`config.mk`:
```
export PLATFORM = sky130hd
export DESIGN_NAME = blkcip_hostbuf
export DESIGN_NICKNAME = d
export VERILOG_FILES = /design/src/rtl/blkcip_hostbuf.sv
export SDC_FILE = /design/constraint.sdc
export NUM_CORES = 2
export LEC_CHECK = 0
export ABC_AREA = 1
export BUFFER_PORTS_ARGS = -buffer_cell sky130_fd_sc_hd__buf_2
export CAP_MARGIN = 20
export CORE_MARGIN = 2
export CORE_UTILIZATION = 30
export DETAILED_ROUTE_END_ITERATION = 10
export MAX_ROUTING_LAYER = met4
export PLACE_DENSITY = 0.49
export SETUP_SLACK_MARGIN = 0.5
export SLEW_MARGIN = 40
export SYNTH_ARGS = -nofsm -noshare
export SYNTH_HDL_FRONTEND = slang
export SYNTH_SLANG_ARGS = --single-unit
```
`constraint.sdc`:
```
create_clock -name clk -period 1.42 [get_ports clk]
set_input_delay 0.142 -clock clk [delete_from_list [all_inputs] [get_ports clk]]
set_output_delay 0.142 -clock clk [all_outputs]
set_load 0.02 [all_outputs]
```
`src/rtl/blkcip_hostbuf.sv`:
```
module blkcip_hostbuf (
  input  logic        clk,
  input  logic        rst_n,
  input  logic        wr_en,
  input  logic [3:0]  wr_addr,
  input  logic [31:0] wr_data,
  input  logic        rd_en,
  input  logic [3:0]  rd_addr,
  output logic [31:0] rd_data,
  output logic        in_rdy,
  output logic        out_rdy,
  output logic        irq,
  output logic        eng_start,
  output logic [63:0] eng_din,
  output logic        eng_decrypt,
  output logic        eng_triple,
  output logic [63:0] eng_key1,
  output logic [63:0] eng_key2,
  output logic [63:0] eng_key3,
  input  logic        eng_done,
  input  logic [63:0] eng_dout
);
  localparam logic [63:0] PAR_MASK = 64'hFEFE_FEFE_FEFE_FEFE;

  logic [2:0]  mode;
  logic [63:0] key1, key2, key3, iv, pend, ct_save, hold, dout, din_q;
  logic [31:0] din_r;
  logic        pend_v, busy, hold_v, out_v, err, start_q;

  wire dec   = mode[0];
  wire chain = mode[2];
  wire commit  = wr_en && wr_addr == 4'd11;
  wire consume = rd_en && rd_addr == 4'd13 && out_v;
  wire ctx_wr  = wr_en && wr_addr >= 4'd2 && wr_addr <= 4'd9;
  wire launch  = pend_v && !busy && !hold_v;
  wire xfer    = hold_v && (!out_v || consume);
  wire done    = eng_done && busy;

  assign in_rdy      = !pend_v;
  assign out_rdy     = out_v;
  assign irq         = out_v;
  assign eng_start   = start_q;
  assign eng_din     = din_q;
  assign eng_decrypt = dec;
  assign eng_triple  = mode[1];
  assign eng_key1    = key1 & PAR_MASK;
  assign eng_key2    = mode[1] ? (key2 & PAR_MASK) : 64'd0;
  assign eng_key3    = mode[1] ? (key3 & PAR_MASK) : 64'd0;

  always_comb begin
    case (rd_addr)
      4'd0:    rd_data = {29'd0, mode};
      4'd1:    rd_data = {28'd0, err, out_v, in_rdy, busy};
      4'd2:    rd_data = key1[31:0];
      4'd3:    rd_data = key1[63:32];
      4'd4:    rd_data = key2[31:0];
      4'd5:    rd_data = key2[63:32];
      4'd6:    rd_data = key3[31:0];
      4'd7:    rd_data = key3[63:32];
      4'd8:    rd_data = iv[31:0];
      4'd9:    rd_data = iv[63:32];
      4'd10:   rd_data = din_r;
      4'd11:   rd_data = pend[63:32];
      4'd12:   rd_data = dout[31:0];
      4'd13:   rd_data = dout[63:32];
      default: rd_data = 32'd0;
    endcase
  end

  always_ff @(posedge clk) begin
    if (!rst_n) begin
      mode <= '0; key1 <= '0; key2 <= '0; key3 <= '0; iv <= '0;
      pend <= '0; ct_save <= '0; hold <= '0; dout <= '0; din_q <= '0;
      din_r <= '0; pend_v <= 1'b0; busy <= 1'b0; hold_v <= 1'b0;
      out_v <= 1'b0; err <= 1'b0; start_q <= 1'b0;
    end else begin
      start_q <= launch;
      if (launch) begin
        busy    <= 1'b1;
        din_q   <= (chain && !dec) ? pend ^ iv : pend;
        ct_save <= pend;
      end
      if (commit) begin
        pend   <= {wr_data, din_r};
        pend_v <= 1'b1;
      end else if (launch) begin
        pend_v <= 1'b0;
      end
      if (xfer) begin
        dout   <= hold;
        out_v  <= 1'b1;
        hold_v <= 1'b0;
      end else if (consume) begin
        out_v <= 1'b0;
      end
      if (done) begin
        busy   <= 1'b0;
        hold_v <= 1'b1;
        hold   <= (chain && dec) ? eng_dout ^ iv : eng_dout;
        if (chain) iv <= dec ? ct_save : eng_dout;
      end
      if (ctx_wr && busy) err <= 1'b1;
      if (wr_en) begin
        case (wr_addr)
          4'd0:  mode          <= wr_data[2:0];
          4'd2:  key1[31:0]    <= wr_data;
          4'd3:  key1[63:32]   <= wr_data;
          4'd4:  key2[31:0]    <= wr_data;
          4'd5:  key2[63:32]   <= wr_data;
          4'd6:  key3[31:0]    <= wr_data;
          4'd7:  key3[63:32]   <= wr_data;
          4'd8:  iv[31:0]      <= wr_data;
          4'd9:  iv[63:32]     <= wr_data;
          4'd10: din_r         <= wr_data;
          default: ;
        endcase
      end
    end
  end


  commit_lands_chk: assert property (@(posedge clk) disable iff (!rst_n)
    commit |=> (pend_v || busy));

  out_held_chk: assert property (@(posedge clk) disable iff (!rst_n)
    (out_v && !consume) |=> out_v);

  out_stable_chk: assert property (@(posedge clk) disable iff (!rst_n)
    (out_v && !consume) |=> $stable(dout));

  no_start_when_full_chk: assert property (@(posedge clk) disable iff (!rst_n)
    hold_v |-> !eng_start);

  inrdy_low_chk: assert property (@(posedge clk) disable iff (!rst_n)
    (pend_v && hold_v && out_v) |-> !in_rdy);

  err_sticky_chk: assert property (@(posedge clk) disable iff (!rst_n)
    err |=> err);
endmodule

```
== After elaboration in Yosys (flattened, before gate mapping) ==
Index checks and enable logic that the tools add are counted.
Storage, ports and cells
  output and inout bits: 294
  bits in registers: 617
Operators by class
  muxes and demuxes: 17
  bitwise logic cells: 3
  reductions and logical operators: 32
  $lt $le $gt $ge: 2
  equal/unequal tests: 23
Operator list (count)
  64-bit two-way mux: 8
  32-bit one-hot mux with 14 select lines: 1
  64-bit XOR: 2
  32-bit two-way mux: 2
  4-bit equality test (second input constant): 10
  4-bit by 3-bit equality test with 1-bit output (second input constant): 8
  4-bit by 2-bit equality test with 1-bit output (second input constant): 4
  2-bit AND reduction: 8
  1-bit logical AND: 12
  4-bit zero test: 2
  1-bit two-way mux: 6
  2-bit nonzero test: 3
  1-bit zero test: 5
  4-bit by 1-bit equality test with 1-bit output (second input constant): 1
  4-bit by 2-bit >= comparator with 1-bit output (second input constant): 1
  4-bit less-or-equal comparator (second input constant): 1
  2-bit OR reduction: 1
  1-bit logical OR: 1
  1-bit NOT: 1

== Logic depth before layout (Yosys ltp) ==
  word-level depth: 7
  gate-level depth with buffers: 10
  gate-level depth less buffers: 8

== Least setup slack after synthesis ==
Ideal clock, no wire load.
  kind: register to output
  from: register mode[1]
  to: output port eng_key2[45]
  cell stages (with the launch flop): 6
  data arrival time: 1.399 ns
  slack: -0.121 ns
  buffers on the path: 3
  cell sequence: dfxtp_1 > clkbuf_1 > clkbuf_1 > clkbuf_1 > nand2_1 > inv_1
On the way
  cells in the longest elaborated chain, start to end: 1
RTL lines
  from (decl): RTL line 25  | logic [2:0] mode;
  from (signal assigned): RTL line 105  | 4'd0: mode <= wr_data[2:0];
  64-bit two-way mux: RTL line 47  | assign eng_key2 = mode[1] ? (key2 & PAR_MASK) : 64'd0;
  to (decl): RTL line 18  | output logic [63:0] eng_key2,
Every way passes these cells.

== Final worst setup path ==
  from: register mode[1]
  to: output port eng_key3[43]
On the way
  cells in the longest elaborated chain, start to end: 1
RTL lines
  64-bit two-way mux: RTL line 48  | assign eng_key3 = mode[1] ? (key3 & PAR_MASK) : 64'd0;
  to (decl): RTL line 19  | output logic [63:0] eng_key3,
Every way passes these cells.

==> flow_metrics.env <==
export IMPL_outcome="finished with violations"
export IMPL_failed_checks="hold timing, setup timing"
export IMPL_cpMostUsedCell="buf_6"
export IMPL_worst_slew_pin_slew_ps=828
export IMPL_final_cell_mix="nor2_1, nand2_1, o21ai_0"
export IMPL_slowest_delay_ps=470
export IMPL_antenna_found_initial=15
export IMPL_rows=115
export IMPL_finalCriticalPeriod_ps=1930
export IMPL_worstPathArrival_ps=1790
export IMPL_finalHoldViolCount=1
export IMPL_ys_warn_count=0
export IMPL_r2r_start="mode[0]"
export IMPL_dieWidth_um=319
export IMPL_slew_violations=0
export IMPL_finalNonFillerCells=6596
export IMPL_synth_cells=4534
export IMPL_hold_depth=5
export IMPL_rsz0062_at_grt="yes"
export IMPL_port_buffers=378
export IMPL_period_share_pct=136
export IMPL_routed_wl_um=171000
export IMPL_synthTopCellsByArea="dfxtp_1, nor2_1, nand2_1, o21ai_0, a21oi_1"
export IMPL_drt_iter0_drc=4131
export IMPL_clockPowerShare_pct=46.9
export IMPL_path_class="reg -> out"
export IMPL_whs_endpoint="hold[57]"
export IMPL_internal_power_uw=30700
export IMPL_core_region_area_um2=98300
export IMPL_synth_cell_types=24
export IMPL_synth_edf_count=0
export IMPL_cts_path_max_buffers=3
export IMPL_p_seq_share_pct=42.6
export IMPL_slowest_stage="dfxtp_4"
export IMPL_ys_seq_area_share_pct=41.6
export IMPL_grt_overflow=0
export IMPL_vias_per_cell=5.17
export IMPL_syn_area_um2=29700
export IMPL_nets=5354
export IMPL_power_density_nw_per_um2=913
export IMPL_clk_pin_slew_ps=60
export IMPL_worstSetupEndpointType="primary output"
export IMPL_area_delta_synth_final_pct=55.8
export IMPL_slew_headroom_pct=44.6
export IMPL_reg2reg_to="iv[10]"
export IMPL_grt_pass1_wl_um=222000
export IMPL_die_h_um=319
export IMPL_setup_viol=411
export IMPL_gp_congestion=1.02
export IMPL_layout_drive_gt1_share_pct=37.0
export IMPL_skew_ps=29.0
export IMPL_cp_cell_sequence="buf_6, buf_16, buf_12, nand2_4, inv_4, buf_6"
export IMPL_wire_per_inst_um=25.9
export IMPL_clkSinkCount=617
export IMPL_synthFlopType="dfxtp_1"
export IMPL_avgSynthCellArea_um2=6.55
export IMPL_start_util_pct=30.2
export IMPL_tns_ps=-109390
export IMPL_firstDrtPassIters=6
export IMPL_netSwitchingPower_uw=11500
export IMPL_h_tree_depth=3
export IMPL_grt_pass1_vias=29800
export IMPL_track_usage_pct=31.1
export IMPL_async_flop_share_pct=0
export IMPL_swShare_pct=27.2
export IMPL_cts_root_buf="clkbuf_16"
export IMPL_hold_start="eng_dout[57]"
export IMPL_ff2ff_path_depth=10
export IMPL_antenna_left=0
export IMPL_place_hpwl_um=116000
export IMPL_synth_largest_area_cell="dfxtp_1"
export IMPL_mostFrequentLayoutCell="nor2_1"
export IMPL_dieArea_um2=101000
export IMPL_dp_cells=6183
export IMPL_netlist_area_leader_share_pct=41.6
export IMPL_pwr_share_comb_pct=10.5
export IMPL_cts_tree="built"
export IMPL_setup_ws_ps=-509
export IMPL_crit_fanout=8
export IMPL_cap_violations=0
export IMPL_insertion_delay_ps=660
export IMPL_required_ps=1280
export IMPL_detailedPlace_worstSlack_ps=-686
export IMPL_max_freq_mhz=518
export IMPL_hp_class="in -> reg"
export IMPL_whs_ps=-3.95
export IMPL_io_pins=403
export IMPL_rrSetupSlack_ps=-280
export IMPL_p_leak_uw=0.0224
export IMPL_ys_seq_elements=617
export IMPL_cp_start_kind="register"
export IMPL_cts_buffers=74
export IMPL_drc=0
export IMPL_vias=34100
export IMPL_grt_max_degree=88
export IMPL_ir_drop_mv=0.753
## timing repair
action	CTS	global route
hold buffers	94	0
pin swaps	114	209
gates cloned	6	57
setup endpoints to repair	600	801
setup buffers	43	73
gates resized for setup	753	723
endpoints found under the hold margin	190	0
## kinds of logic (layout without fill, tap and decap cells)
logic type                Yosys count  in the layout  share of synthesized area (%)
AOI/OAI and AO/OA                 972            972                           16.4
xor gates and xnor gates          128            128                           3.78
buffers and inverters             799           1543                           12.0
DFF                               617            617                           41.6
other                               1             32                         0.0126
and+or+nand+nor                  2017           2017                           26.3
## how the worst max path moves through the flow
stage,from,end,slack [ps],depth (start not counted)
6_report,mode[1],eng_key3[43],-510,6
4_1_cts,mode[1],rd_data[1],-500,8
2_1_floorplan,rd_addr[0],rd_data[10],190,8
3_3_place_gp,rd_addr[1],rd_data[19],-730,12
3_5_place_dp,rd_addr[1],rd_data[19],-690,12
5_1_grt,mode[1],eng_key3[42],-540,6
## worst max-delay path, delay by kind of cell (launching register included)
family                 cells  cell delay [ps]
buffers and inverters      5              590
flip-flops                 1              470
AND/OR/NAND/NOR            1               60
## power by group through the flow
| stage | clock network (uW) | logic (uW) | registers [uW] |
|---|---|---|---|
| floorplan | 0 | 1700 | 18300 |
| global placement | 0 | 3420 | 18400 |
| detailed placement | 0 | 3420 | 18400 |
| CTS | 19900 | 3870 | 18000 |
| global route | 20600 | 4610 | 18000 |
| finish | 19800 | 4420 | 18000 |
## cells in the mapped netlist (all sizes together), types with 28 or more instances
cell    count
buf       260
a21oi     295
clkbuf    152
dfxtp     617
o21ai     677
nor2      974
inv       386
xor2      100
xnor2      28
nand3     143
nand2     895
## metrics by stage
stage          power, uW  utilization, %  area (um2)
4_1_cts            41700            42.8       42000
3_5_place_dp       21800            36.6       36000
2_1_floorplan      20000               -       31000
5_1_grt            43200            47.0       46200
3_3_place_gp       21800            36.6       36000
6_report           42200            47.1       46200
## layout make-up
class | count | area (um2)
fillers | 9793 | 52000
multi-input cells | 3141 | 17300
flip-flops and latches | 617 | 12700
repair buffers | 1023 | 10500
clock buffers | 116 | 2290
inverters | 387 | 1700
well taps | 1287 | 1610
clock inverters | 16 | 173
diodes | 8 | 20.0
repair inverters | 1 | 16.3
## per-layer routing
metal,up-vias,part of all wire (%),track usage [%],wire length [um]
met5,-,0,-,0
met4,0,5.2,12.1,8800
met3,324,9.1,5.09,15500
met2,1831,44,47.0,74700
met1,16400,42,41.5,71800
li1,15500,-,-,-
## flip-flops by register name, summed over array words and instances, names as in the netlist, 3 cells and up
| name | cells |
|---|---|
| key1 | 64 |
| dout | 64 |
| key3 | 64 |
| pend | 64 |
| din_r | 32 |
| hold | 64 |
| iv | 64 |
| key2 | 64 |
| eng_din | 64 |
| mode | 3 |
| ct_save | 64 |
Power figures use the tool's default switching activity.
